==> config.mk <==
export PLATFORM = sky130hd
export DESIGN_NAME = lsu_align_unit
export DESIGN_NICKNAME = d
export VERILOG_FILES = /design/src/rtl/lsu_pkg.sv /design/src/rtl/lsu_decode.sv /design/src/rtl/lsu_store_lane.sv /design/src/rtl/lsu_load_extract.sv /design/src/rtl/lsu_align_unit.sv
export SDC_FILE = /design/constraint.sdc
export NUM_CORES = 1
export LEC_CHECK = 0
export ABC_CLOCK_PERIOD_IN_PS = 3230
export CAP_MARGIN = 20
export CELL_PAD_IN_SITES_DETAIL_PLACEMENT = 1
export CELL_PAD_IN_SITES_GLOBAL_PLACEMENT = 1
export CORE_UTILIZATION = 34
export CTS_CLUSTER_SIZE = 24
export DETAILED_ROUTE_END_ITERATION = 12
export PLACE_DENSITY = 0.87
export RECOVER_POWER = 50
export SLEW_MARGIN = 10
export SYNTH_ARGS = -nofsm -noshare
export SYNTH_HDL_FRONTEND = slang
export SYNTH_SLANG_ARGS = --single-unit
==> constraint.sdc <==
create_clock -name clk -period 3.23 [get_ports clk]
set_input_delay 0.646 -clock clk [delete_from_list [all_inputs] [get_ports clk]]
set_output_delay 0.646 -clock clk [all_outputs]
set_load 0.01 [all_outputs]
==> src/rtl/lsu_pkg.sv <==
package lsu_pkg;

    localparam int OP_W = 4;

    typedef enum logic [3:0] {
        OP_LDUB = 4'd0,
        OP_LDUH = 4'd1,
        OP_LDW  = 4'd2,
        OP_LDDW = 4'd3,
        OP_LDSB = 4'd4,
        OP_LDSH = 4'd5,
        OP_STB  = 4'd6,
        OP_STH  = 4'd7,
        OP_STW  = 4'd8,
        OP_STDW = 4'd9
    } op_e;

    typedef enum logic [1:0] {
        SZ_BYTE = 2'd0,
        SZ_HALF = 2'd1,
        SZ_WORD = 2'd2,
        SZ_DBL  = 2'd3
    } size_e;

    typedef enum logic [1:0] {
        TRAP_NONE    = 2'd0,
        TRAP_ILLEGAL = 2'd1,
        TRAP_PRIV    = 2'd2,
        TRAP_ALIGN   = 2'd3
    } trap_e;

    typedef enum logic [1:0] {
        ST_IDLE  = 2'd0,
        ST_BEAT0 = 2'd1,
        ST_BEAT1 = 2'd2
    } fsm_e;

    typedef struct packed {
        logic  legal;
        logic  is_store;
        logic  is_signed;
        size_e size;
    } dec_t;

    // Opcode class to access attributes.
    function automatic dec_t decode_op(input logic [OP_W-1:0] op);
        dec_t d;
        d = '{legal: 1'b1, is_store: 1'b0, is_signed: 1'b0, size: SZ_WORD};
        case (op)
            OP_LDUB: d.size = SZ_BYTE;
            OP_LDUH: d.size = SZ_HALF;
            OP_LDW:  d.size = SZ_WORD;
            OP_LDDW: d.size = SZ_DBL;
            OP_LDSB: begin d.size = SZ_BYTE; d.is_signed = 1'b1; end
            OP_LDSH: begin d.size = SZ_HALF; d.is_signed = 1'b1; end
            OP_STB:  begin d.size = SZ_BYTE; d.is_store = 1'b1; end
            OP_STH:  begin d.size = SZ_HALF; d.is_store = 1'b1; end
            OP_STW:  begin d.size = SZ_WORD; d.is_store = 1'b1; end
            OP_STDW: begin d.size = SZ_DBL;  d.is_store = 1'b1; end
            default: d.legal = 1'b0;
        endcase
        return d;
    endfunction

endpackage

==> src/rtl/lsu_decode.sv <==
module lsu_decode
    import lsu_pkg::*;
#(
    parameter int NUM_LANES = 4,
    localparam int OFF_W = $clog2(NUM_LANES)
) (
    input  logic [OP_W-1:0] op,
    input  logic            alt,
    input  logic            super_mode,
    input  logic [OFF_W:0]  addr_low,
    output dec_t            dec,
    output trap_e           cause
);
    logic mis_half, mis_word, mis_dbl, misaligned;

    always_comb begin
        dec      = decode_op(op);
        mis_half = addr_low[0];
        mis_word = |addr_low[OFF_W-1:0];
        mis_dbl  = |addr_low;
        unique case (dec.size)
            SZ_BYTE: misaligned = 1'b0;
            SZ_HALF: misaligned = mis_half;
            SZ_WORD: misaligned = mis_word;
            SZ_DBL:  misaligned = mis_dbl;
            default: misaligned = 1'b0;
        endcase
        // Fixed priority: illegal, privileged, alignment.
        if (!dec.legal)
            cause = TRAP_ILLEGAL;
        else if (alt && !super_mode)
            cause = TRAP_PRIV;
        else if (misaligned)
            cause = TRAP_ALIGN;
        else
            cause = TRAP_NONE;
    end
endmodule

==> src/rtl/lsu_store_lane.sv <==
module lsu_store_lane
    import lsu_pkg::*;
#(
    parameter int DATA_W = 32,
    localparam int NUM_LANES = DATA_W / 8,
    localparam int OFF_W = $clog2(NUM_LANES)
) (
    input  size_e              size,
    input  logic [OFF_W-1:0]   off,
    input  logic [DATA_W-1:0]  src,
    output logic [NUM_LANES-1:0] strb,
    output logic [DATA_W-1:0]  wdata
);
    logic [NUM_LANES-1:0] strb_byte, strb_half;

    // Lane j covers bits [8j+7:8j]; byte offset o lives in lane NUM_LANES-1-o.
    for (genvar j = 0; j < NUM_LANES; j++) begin : g_lane
        localparam int BOFF = NUM_LANES - 1 - j;
        assign strb_byte[j] = (off == OFF_W'(BOFF));
        assign strb_half[j] = (off[OFF_W-1:1] == (OFF_W-1)'(BOFF >> 1));
    end

    always_comb begin
        unique case (size)
            SZ_BYTE: begin
                strb  = strb_byte;
                wdata = {NUM_LANES{src[7:0]}};
            end
            SZ_HALF: begin
                strb  = strb_half;
                wdata = {(NUM_LANES/2){src[15:0]}};
            end
            default: begin
                strb  = '1;
                wdata = src;
            end
        endcase
    end
endmodule

==> src/rtl/lsu_load_extract.sv <==
module lsu_load_extract
    import lsu_pkg::*;
#(
    parameter int DATA_W = 32,
    localparam int NUM_LANES = DATA_W / 8,
    localparam int NUM_HALVES = NUM_LANES / 2,
    localparam int OFF_W = $clog2(NUM_LANES)
) (
    input  size_e             size,
    input  logic              is_signed,
    input  logic [OFF_W-1:0]  off,
    input  logic [DATA_W-1:0] rdata,
    output logic [DATA_W-1:0] result
);
    logic [7:0]  bytes  [NUM_LANES];
    logic [15:0] halves [NUM_HALVES];

    // Big-endian: offset 0 is the most significant byte.
    for (genvar o = 0; o < NUM_LANES; o++) begin : g_byte
        assign bytes[o] = rdata[DATA_W-1-8*o -: 8];
    end
    for (genvar h = 0; h < NUM_HALVES; h++) begin : g_half
        assign halves[h] = rdata[DATA_W-1-16*h -: 16];
    end

    logic [7:0]  sel_b;
    logic [15:0] sel_h;

    always_comb begin
        sel_b = bytes[off];
        sel_h = halves[off[OFF_W-1:1]];
        unique case (size)
            SZ_BYTE: result = {{(DATA_W-8){is_signed & sel_b[7]}}, sel_b};
            SZ_HALF: result = {{(DATA_W-16){is_signed & sel_h[15]}}, sel_h};
            default: result = rdata;
        endcase
    end
endmodule

==> src/rtl/lsu_align_unit.sv <==
module lsu_align_unit
    import lsu_pkg::*;
#(
    parameter int ADDR_W = 32,
    parameter int DATA_W = 32,
    parameter int REG_W  = 5,
    localparam int NUM_LANES = DATA_W / 8,
    localparam int OFF_W = $clog2(NUM_LANES)
) (
    input  logic                 clk,
    input  logic                 rst,
    input  logic                 req_valid,
    output logic                 req_ready,
    input  logic [OP_W-1:0]      req_op,
    input  logic                 req_alt,
    input  logic                 req_super,
    input  logic [ADDR_W-1:0]    req_addr,
    input  logic [REG_W-1:0]     req_rd,
    input  logic [DATA_W-1:0]    req_sdata0,
    input  logic [DATA_W-1:0]    req_sdata1,
    output logic                 mem_valid,
    input  logic                 mem_ready,
    output logic                 mem_we,
    output logic [ADDR_W-1:0]    mem_addr,
    output logic [NUM_LANES-1:0] mem_strb,
    output logic [DATA_W-1:0]    mem_wdata,
    input  logic [DATA_W-1:0]    mem_rdata,
    output logic                 wb_valid,
    output logic [REG_W-1:0]     wb_reg,
    output logic [DATA_W-1:0]    wb_data,
    output logic                 trap_valid,
    output logic [1:0]           trap_cause
);
    // ---------------- decode and trap check ----------------
    dec_t  dec_in;
    trap_e cause_in;

    lsu_decode #(.NUM_LANES(NUM_LANES)) u_decode (
        .op         (req_op),
        .alt        (req_alt),
        .super_mode (req_super),
        .addr_low   (req_addr[OFF_W:0]),
        .dec        (dec_in),
        .cause      (cause_in)
    );

    // ---------------- request state ----------------
    fsm_e              state_q;
    dec_t              dec_q;
    logic [ADDR_W-1:0] addr_q;
    logic [REG_W-1:0]  rd_q;
    logic [DATA_W-1:0] sd0_q, sd1_q;

    logic accept, beat_done, last_beat, second;
    assign req_ready = (state_q == ST_IDLE);
    assign accept    = req_valid && req_ready;
    assign second    = (state_q == ST_BEAT1);
    assign beat_done = mem_valid && mem_ready;
    assign last_beat = (dec_q.size != SZ_DBL) || second;

    always_ff @(posedge clk) begin
        if (rst) begin
            state_q <= ST_IDLE;
            dec_q   <= '0;
            addr_q  <= '0;
            rd_q    <= '0;
            sd0_q   <= '0;
            sd1_q   <= '0;
        end else begin
            unique case (state_q)
                ST_IDLE: if (accept && cause_in == TRAP_NONE) begin
                    state_q <= ST_BEAT0;
                    dec_q   <= dec_in;
                    addr_q  <= req_addr;
                    rd_q    <= req_rd;
                    sd0_q   <= req_sdata0;
                    sd1_q   <= req_sdata1;
                end
                ST_BEAT0: if (beat_done) state_q <= last_beat ? ST_IDLE : ST_BEAT1;
                ST_BEAT1: if (beat_done) state_q <= ST_IDLE;
                default:  state_q <= ST_IDLE;
            endcase
        end
    end

    // ---------------- memory beat ----------------
    logic [ADDR_W-1:0] word_base;
    size_e             lane_size;
    logic [DATA_W-1:0] src_word;

    assign word_base = {addr_q[ADDR_W-1:OFF_W], {OFF_W{1'b0}}};
    assign lane_size = (dec_q.size == SZ_DBL) ? SZ_WORD : dec_q.size;
    assign src_word  = second ? sd1_q : sd0_q;

    assign mem_valid = (state_q == ST_BEAT0) || (state_q == ST_BEAT1);
    assign mem_we    = mem_valid && dec_q.is_store;
    assign mem_addr  = word_base + (second ? ADDR_W'(NUM_LANES) : '0);

    logic [NUM_LANES-1:0] strb_raw;
    lsu_store_lane #(.DATA_W(DATA_W)) u_store (
        .size  (lane_size),
        .off   (addr_q[OFF_W-1:0]),
        .src   (src_word),
        .strb  (strb_raw),
        .wdata (mem_wdata)
    );
    assign mem_strb = mem_we ? strb_raw : '0;

    // ---------------- load return ----------------
    logic [DATA_W-1:0] load_val;
    lsu_load_extract #(.DATA_W(DATA_W)) u_load (
        .size      (lane_size),
        .is_signed (dec_q.is_signed),
        .off       (addr_q[OFF_W-1:0]),
        .rdata     (mem_rdata),
        .result    (load_val)
    );

    always_ff @(posedge clk) begin
        if (rst) begin
            wb_valid   <= 1'b0;
            wb_reg     <= '0;
            wb_data    <= '0;
            trap_valid <= 1'b0;
            trap_cause <= TRAP_NONE;
        end else begin
            wb_valid   <= beat_done && !dec_q.is_store;
            if (beat_done && !dec_q.is_store) begin
                wb_reg  <= rd_q + REG_W'(second);
                wb_data <= load_val;
            end
            trap_valid <= accept && (cause_in != TRAP_NONE);
            if (accept) trap_cause <= cause_in;
        end
    end

    // ---------------- assertions ----------------
    assert_byte_onelane_R1: assert property (@(posedge clk) disable iff (rst)
        (mem_we && dec_q.size == SZ_BYTE) |-> ($countones(mem_strb) == 1));

    assert_word_addr_R3: assert property (@(posedge clk) disable iff (rst)
        mem_valid |-> (mem_addr[OFF_W-1:0] == '0));

    assert_dbl_next_R6: assert property (@(posedge clk) disable iff (rst)
        (beat_done && state_q == ST_BEAT0 && dec_q.size == SZ_DBL)
        |=> (mem_valid && mem_addr == $past(mem_addr) + ADDR_W'(NUM_LANES)));

    assert_hold_beat_R7: assert property (@(posedge clk) disable iff (rst)
        (mem_valid && !mem_ready) |=> (mem_valid && $stable(mem_addr)
            && $stable(mem_strb) && $stable(mem_wdata) && $stable(mem_we)));

    assert_illegal_first_R11: assert property (@(posedge clk) disable iff (rst)
        (accept && req_op > 4'd9) |=> (trap_valid && trap_cause == TRAP_ILLEGAL));

    assert_trap_quiet_R12: assert property (@(posedge clk) disable iff (rst)
        trap_valid |-> (!mem_valid && !wb_valid));

    assert_busy_R13: assert property (@(posedge clk) disable iff (rst)
        mem_valid |-> !req_ready);
endmodule

## After elaboration in Yosys (flattened, before gate mapping)

Index checks and enable logic that the tools add are counted.

- Add/subtract/negate cells: 2
- Multiply operators: 0
- Divide/modulo/power cells: 0
- $lt $le $gt $ge: 2
- Eq/ne operators: 23
- Shift operators: 0
- Mux-type cells: 26
- Bitwise operators: 5
- Reduce and logical (&&, ||, !) cells: 28

Operators by type and width:

| kind | count |
|---|---|
| one-hot mux 32 bit (2 select lines) | 2 |
| two-way mux 16 bit | 3 |
| adder 32 x 3 -> 32 bit | 1 |
| two-way mux 32 bit | 1 |
| binary-select mux 8 bit (select 2 bit) | 1 |
| == test 4 x 3 -> 1 bit, second input constant | 4 |
| two-way mux 2 bit | 8 |
| two-way mux 8 bit | 2 |
| == test 2 bit, second input constant | 6 |
| one-hot mux 2 bit (3 select lines) | 2 |
| zero test 2 bit | 5 |
| OR reduction 10 bit | 1 |
| OR reduction 3 bit | 3 |
| == test 2 x 1 -> 1 bit, second input constant | 4 |
| == test 4 x 2 -> 1 bit, second input constant | 2 |
| == test 4 bit, second input constant | 2 |
| one-hot mux 4 bit (2 select lines) | 1 |
| logical AND 1 bit | 7 |
| != test 2 bit, second input constant | 3 |
| OR reduction 2 bit | 3 |
| adder 5 x 1 -> 5 bit | 1 |
| == test 4 x 1 -> 1 bit, second input constant | 1 |
| zero test 4 bit | 1 |
| two-way mux 4 bit | 1 |
| 16 further kinds | 21 |

- Register bits after elaboration: 148
- Latch bits: 0
- RAM bits: 0
- Bits in read-only memories: 0
- Bits of input ports: 143
- Output and inout bits: 112
- Word-level logic and storage cells: 99
- Memories: 0

## Longest topological paths before layout

Gate-level depths: netlist of the first run.

- Depth after elaboration: 12
- Depth in mapped cells: 9
- Mapped depth without buffers: 8

## Cells and area by module

From an unflattened synthesis of the first run, not the netlist that was laid out.

- Cell total of the unflattened synthesis: 973
- Area, all modules: 7785.0 µm²

By module, submodules not included:

| module | times used | cells an instance | area each (µm²) | seq. area each (µm²) |
|---|---|---|---|---|
| lsu_align_unit | 1 | 786 | 6307.3 | 2962.8 |
| lsu_load_extract | 1 | 106 | 798.3 | 0.0 |
| lsu_store_lane | 1 | 60 | 531.8 | 0.0 |
| lsu_decode | 1 | 21 | 147.6 | 0.0 |

## Worst setup path before layout of the first run

Ideal clock, no wire load.

- Path type: reg-to-output
- Start point: register state_q[0]
- End point: output mem_addr[30]
- Data arrival time: 2.153 ns
- Required time: 2.584 ns
- Setup slack: 0.431 ns
- Stages on the path, launching flop included: 10
- Buffers on the path: 1
- Cells stage by stage: dfxtp_1 > inv_1 > ha_1 > ha_1 > ha_1 > nand3_1 > or3_1 > buf_2 > nor4b_1 > xor2_1

- Cells in the longest elaborated chain, start to end: 3

RTL lines:

| element | line | RTL |
|---|---|---|
| start: declaration | lsu_align_unit.sv:48 | `fsm_e state_q;` |
| start signal: assignment | lsu_align_unit.sv:79 | `ST_BEAT0: if (beat_done) state_q <= last_beat ? ST_IDLE : ST_BEAT1;` |
| == test 2 bit | lsu_align_unit.sv:57 | `assign second = (state_q == ST_BEAT1);` |
| two-way mux 3 bit | lsu_align_unit.sv:97 | `assign mem_addr = word_base + (second ? ADDR_W'(NUM_LANES) : '0);` |
| adder 32 x 3 -> 32 bit | lsu_align_unit.sv:97 |  |
| end: declaration | lsu_align_unit.sv:24 | `output logic [ADDR_W-1:0] mem_addr,` |

No other way between the ends.

## Final worst setup path of the first run

- Start point: register state_q[0]
- End point: output mem_addr[22]

Same word-level chain as after synthesis.

==> results of run 1 <==
==> synth_stat cells, types with 8 or more instances <==
library cell | number | area, sq um
a2111oi_0 | 8 | 70.1
a22oi_1 | 8 | 60.1
o21ai_0 | 26 | 130
xnor2_1 | 13 | 114
buf_6 | 8 | 90.1
dfxtp_1 | 148 | 2960
mux2_2 | 23 | 259
a21oi_1 | 128 | 641
nand3_1 | 9 | 45.0
a211oi_1 | 29 | 218
clkbuf_1 | 84 | 315
mux2i_1 | 18 | 180
inv_1 | 14 | 52.6
buf_2 | 20 | 100
o31ai_1 | 104 | 781
nor3_1 | 13 | 65.1
xor2_1 | 19 | 166
nand4_1 | 108 | 676
or3_1 | 8 | 50.1
nor2_1 | 78 | 293
nand2_1 | 55 | 206
==> path summary, 6_finish.rpt <==
| check | from | slack, ns | to |
|---|---|---|---|
| worst min-delay path | wb_reg[1] | 0.46 | wb_reg[1] |
| worst max-delay path | state_q[0] | 0.03 | mem_addr[22] |
| worst min register to register | wb_reg[1] | 0.46 | wb_reg[1] |
| worst max register to register | state_q[1] | 0.61 | sd0_q[19] |
==> layer usage <==
metal,up-vias,GRT usage,routed length [um]
li1,4091,-,-
met1,4291,0.321,13400
met2,308,0.443,15800
met3,69,0.0431,1660
met4,0,0.117,1150
met5,-,0,0
==> metrics by stage <==
stage	setup WS [ns]	area, sq um	hold slack (ns)	instances
2_1_floorplan	0.431	8060	0.445	990
3_3_place_gp	-0.0429	10800	0.448	1470
3_5_place_dp	-0.185	10800	0.461	1470
4_1_cts	-0.0445	11500	0.469	1505
5_1_grt	-0.0548	11500	0.484	1509
6_report	0.0285	11500	0.462	1509
==> kinds of logic after synthesis <==
| logic type | after synthesis | synth area share |
|---|---|---|
| compound gates | 325 | 0.261 |
| buf+inv | 135 | 0.0754 |
| other cells | 1 | 0.000466 |
| flops | 148 | 0.368 |
| fa+ha+maj | 7 | 0.0109 |
| mux | 42 | 0.0573 |
| simple gates | 299 | 0.192 |
| xor+xnor | 32 | 0.0348 |
==> what timing repair did <==
action | 4_1_cts | 5_1_grt
buffers inserted | 3 | 0
hold endpoints to repair | 0 | 0
endpoints found under the setup margin | 44 | 17
gates resized for setup | 77 | 10
pin swaps | 6 | 4
==> worst register-to-register path, cell delays in order (launching register included) <==
cell	delay [ns]
dfxtp_2	0.34
clkbuf_1	0.12
inv_1	0.11
ha_1	0.29
nand2_1	0.28
or3_4	0.56
buf_12	0.26
o31ai_1	0.40
a21oi_1	0.12
==> area by class of cell <==
class / count / area share
Tap cell: 313 / 0.0340
Clock buffer: 18 / 0.0373
Timing Repair Buffer: 291 / 0.247
Sequential cell: 148 / 0.257
Clock inverter: 14 / 0.0156
Multi-Input combinational cell: 707 / 0.403
Antenna cell: 4 / 0.000869
Inverter: 14 / 0.00456
==> power breakdown <==
group | switching, mW | leakage [nW] | internal (mW)
clock network | 0.870 | 0.285 | 1.23
logic | 0.513 | 2.54 | 0.401
registers | 0.0460 | 1.20 | 1.89
==> metrics.cfg, run 1 <==
[floorplan]
initial_core_util = 0.351
rows = 55
die_w_um = 156
dieArea_sq_mm = 0.0243
top_level_ports = 255
die_h_um = 156
coreArea_sq_mm = 0.0229

[critical_path]
end_kind = output port
r2r_cells = 8
critPathSlowestCell = or3_4
critical_path.max_stage_delay_ns = 0.43
path_max_fanout = 4
crit_top_cell = ha_4
cp.depth = 11
critPathArrivalTime_ns = 2.56
path_cells = inv_2 -> ha_4 -> ha_4 -> ha_4 -> nand3_2 -> or3_4 -> buf_6 -> buf_6 -> nor3b_2 -> xor2_1 -> buf_2
crit_family = simple AND/OR/NAND/NOR gates
path_buf_inv = 4
worst_setup_path_start_kind = register
critical_path_class = register to output port
required_ns = 2.58

[cells_and_area]
nets = 1329
fillers = 2689
regArea_sq_mm = 0.00297
synthToLayoutAreaGrowth_pct = 43.1
multi_input_area_sq_mm = 0.00464
most-common-layout-cells = clkdlybuf4s50_1 (186), dfxtp_1 (145), a21oi_1 (128)
utilization = 0.503
drive_gt1_frac = 0.111
final_common_cell = clkdlybuf4s50_1

[worst_hold_path]
hold_path_class = register to register
min_path_cells = 2

[clock_tree]
clk_latency_ns = 0.43
path_clk_slew_ns = 0.07
clk_path_buf_depth = 2
cts_hold_buf = 0
cts_tree = yes
numCtsBuffers = 17
cts_root_buf = clkbuf_16
cts_num_sinks = 148
htree_levels = 4

[global_routing]
track_usage = 0.260
grt_pass1_vias = 9065
grt-ovfl-total = 0
grt_pass1_wl_um = 49700
grt_start_max_net_pins = 88
antenna_found_initial = 4

[synthesis]
synth_flop_cell = dfxtp_1
ys_warn_count = 0
avgSynthCellArea_sq_um = 8.14
ys_async_sr_fraction = 0
netlist_area_sq_mm = 0.00805
syn_inst = 989
synth_enable_flop_cells = 0
ys_seq_area_frac = 0.368
yosysUniqueCellTypes = 52
yosys_register_bits = 148

[detailed_routing]
postRouteAntennaNets = 0
wl_per_cell_um = 21.2
drc = 0
viasPerCell = 5.80
drt_wl_total_um = 32000
dr.pass1.iters = 5
vias = 8759
drt_iter0_markers = 587

[timing]
setup_viol = 0
max_slew_margin = 0.373
rsz0062_at_grt = true
tightestPinTransition_ns = 0.940
hold_violations = 0
finalSetupTns_ns = 0
maxSlewViolCount = 0
finalClockSkew_ns = 0.0133
period_share = 0.991
max_freq_mhz = 312
period_needed_ns = 3.20

[power]
ir_drop_mv = 0.288
power.total_mw = 4.95
power_density_mw_per_mm2 = 429
p_leak_nw = 4.03

[flow_run]
cap_viol_max_count = 0

[status]
status = completed

[place]
dp_hpwl_um = 21100
io_buffers = 252
place.gp.congestion = 0.884

No activity file was read; power rests on OpenSTA's default activity.
==> inputs of run 2 (changes only) <==
ABC_CLOCK_PERIOD_IN_PS = 2900   (was 3230)
CORE_UTILIZATION = 31   (was 34)
PLACE_DENSITY = 0.84   (was 0.87)
clock period = 2.9 ns   (was 3.23 ns; I/O delays follow)
==> run 2 against run 1 <==
Effect of this change: the run now ends with setup timing left; clock power grew 12%; combinational power grew 17%; first-iteration DRC count grew 3.9%; count of clock-buffer cells in the layout grew 1; sequential share of layout area shrank 1.5 points; worst setup slack lost 0.46 ns; wire length grew 4.2%; clock skew shrank 0.0021 ns; global-route usage shrank 2.0 points; non-clock buffer count grew 48; hold slack gained 0.0058 ns; critical path type unchanged; critical endpoint is now mem_addr[30]; largest cell class unchanged.
==> metrics.cfg, run 2 (synthesis results as in run 1) <==
[status]
status = finished with violations
violations = setup timing

[critical_path]
critPathArrivalTime_ns = 2.75
end_kind = output port
required_ns = 2.32
worst_setup_path_start_kind = register
path_max_fanout = 5
critical_path_class = register to output port
critical_path.max_stage_delay_ns = 0.45
path_cells = inv_2 -> ha_4 -> ha_4 -> ha_4 -> nand3_2 -> or3_4 -> buf_6 -> nor4b_4 -> xor2_1 -> buf_2
crit_top_cell = ha_4
r2r_cells = 8
critPathSlowestCell = or3_4

[global_routing]
grt_pass1_vias = 9202
track_usage = 0.240
grt_start_max_net_pins = 93
grt-ovfl-total = 0
grt_pass1_wl_um = 50400
antenna_found_initial = 2

[floorplan]
rows = 58
die_w_um = 163
coreArea_sq_mm = 0.0253
die_h_um = 163
top_level_ports = 255
initial_core_util = 0.318
dieArea_sq_mm = 0.0266

[timing]
rsz0062_at_grt = true
finalClockSkew_ns = 0.0111
holdWs_ns = 0.468
maxSlewViolCount = 0
max_freq_mhz = 300
period_needed_ns = 3.33
period_share = 1.15
worst_slack_ns = -0.432
hold_violations = 0
max_slew_margin = 0.581
setup_viol = 19
tightestPinTransition_ns = 0.629

[clock_tree]
cts_num_sinks = 148
numCtsBuffers = 17
clk_latency_ns = 0.43
cts_root_buf = clkbuf_16
cts_tree = yes
htree_levels = 4
clk_path_buf_depth = 2
path_clk_slew_ns = 0.07

[cells_and_area]
synthToLayoutAreaGrowth_pct = 51.7
nets = 1377
most-common-layout-cells = clkdlybuf4s50_1 (194), dfxtp_1 (145), a21oi_1 (126)
regArea_sq_mm = 0.00297
fillers = 2879
drive_gt1_frac = 0.176
multi_input_area_sq_mm = 0.00484
final_common_cell = clkdlybuf4s50_1
final_cell_area_sq_mm = 0.0122

[worst_hold_path]
min_path_cells = 2
hold_path_class = register to register

[detailed_routing]
drt_wl_total_um = 33300
drt_iter0_markers = 610
vias = 8947
wl_per_cell_um = 21.2
dr.pass1.iters = 5
drc = 0
postRouteAntennaNets = 0
viasPerCell = 5.69

[power]
power_density_mw_per_mm2 = 458
p_leak_nw = 4.69
ir_drop_mv = 0.259

[flow_run]
cap_viol_max_count = 0

[place]
place.gp.congestion = 0.843
dpl_cell_area_sq_mm = 0.0111
place_ws_ns = -0.440
dp_hpwl_um = 22100
io_buffers = 252

-- run 2: path summary, 6_finish.rpt --
path | start | endpoint | slack, ns
max | state_q[0] | mem_addr[30] | -0.43
min | wb_reg[1] | wb_reg[1] | 0.47
max reg2reg | state_q[1] | sd1_q[23] | 0.32
min reg2reg | wb_reg[1] | wb_reg[1] | 0.47
-- run 2: through the flow --
step           total power, mW  cells  TNS, ns   util
2_1_floorplan             2.70    990        0      -
3_3_place_gp              3.25   1514    -2.55  0.438
3_5_place_dp              3.27   1514    -3.49  0.438
4_1_cts                   5.61   1554   -0.937  0.471
5_1_grt                   5.78   1572    -4.57  0.482
6_report                  5.59   1572    -2.00  0.482
-- run 2: routing by layer --
layer,global-route usage,wire [um],part of all wire
met5,0,0,0
met4,0.100,1220,0.037
met3,0.0523,1730,0.052
met2,0.401,16100,0.48
met1,0.298,14200,0.43
-- run 2: final cells by class --
type / count / area share
flip-flops and latches: 148 / 0.243
clock buffers: 19 / 0.0363
multi-input cells: 707 / 0.396
repair buffers: 339 / 0.272
clock inverters: 13 / 0.0140
inverters: 14 / 0.00430
diodes: 2 / 0.000410
well taps: 330 / 0.0338
-- run 2: repair_timing --
| action | 4_1_cts | 5_1_grt |
|---|---|---|
| gates cloned | 1 | 1 |
| setup endpoints to repair | 58 | 39 |
| resized for setup | 127 | 96 |
| buffers inserted | 7 | 15 |
| pin swaps | 14 | 18 |
| hold buffers | 0 | 0 |
-- run 2: critical path, delay by kind of cell (launching register included) --
| family | cells | cell delay [ns] |
|---|---|---|
| DFF | 1 | 0.33 |
| and+or+nand+nor | 3 | 0.79 |
| adders and majority gates | 3 | 0.45 |
| buffers and inverters | 3 | 0.44 |
| xor gates and xnor gates | 1 | 0.31 |
-- run 2: power by group --
group          switching (mW)  internal [mW]  total [mW]
registers              0.0536           2.11        2.16
clock network           0.973           1.39        2.36
logic                   0.586          0.484        1.07
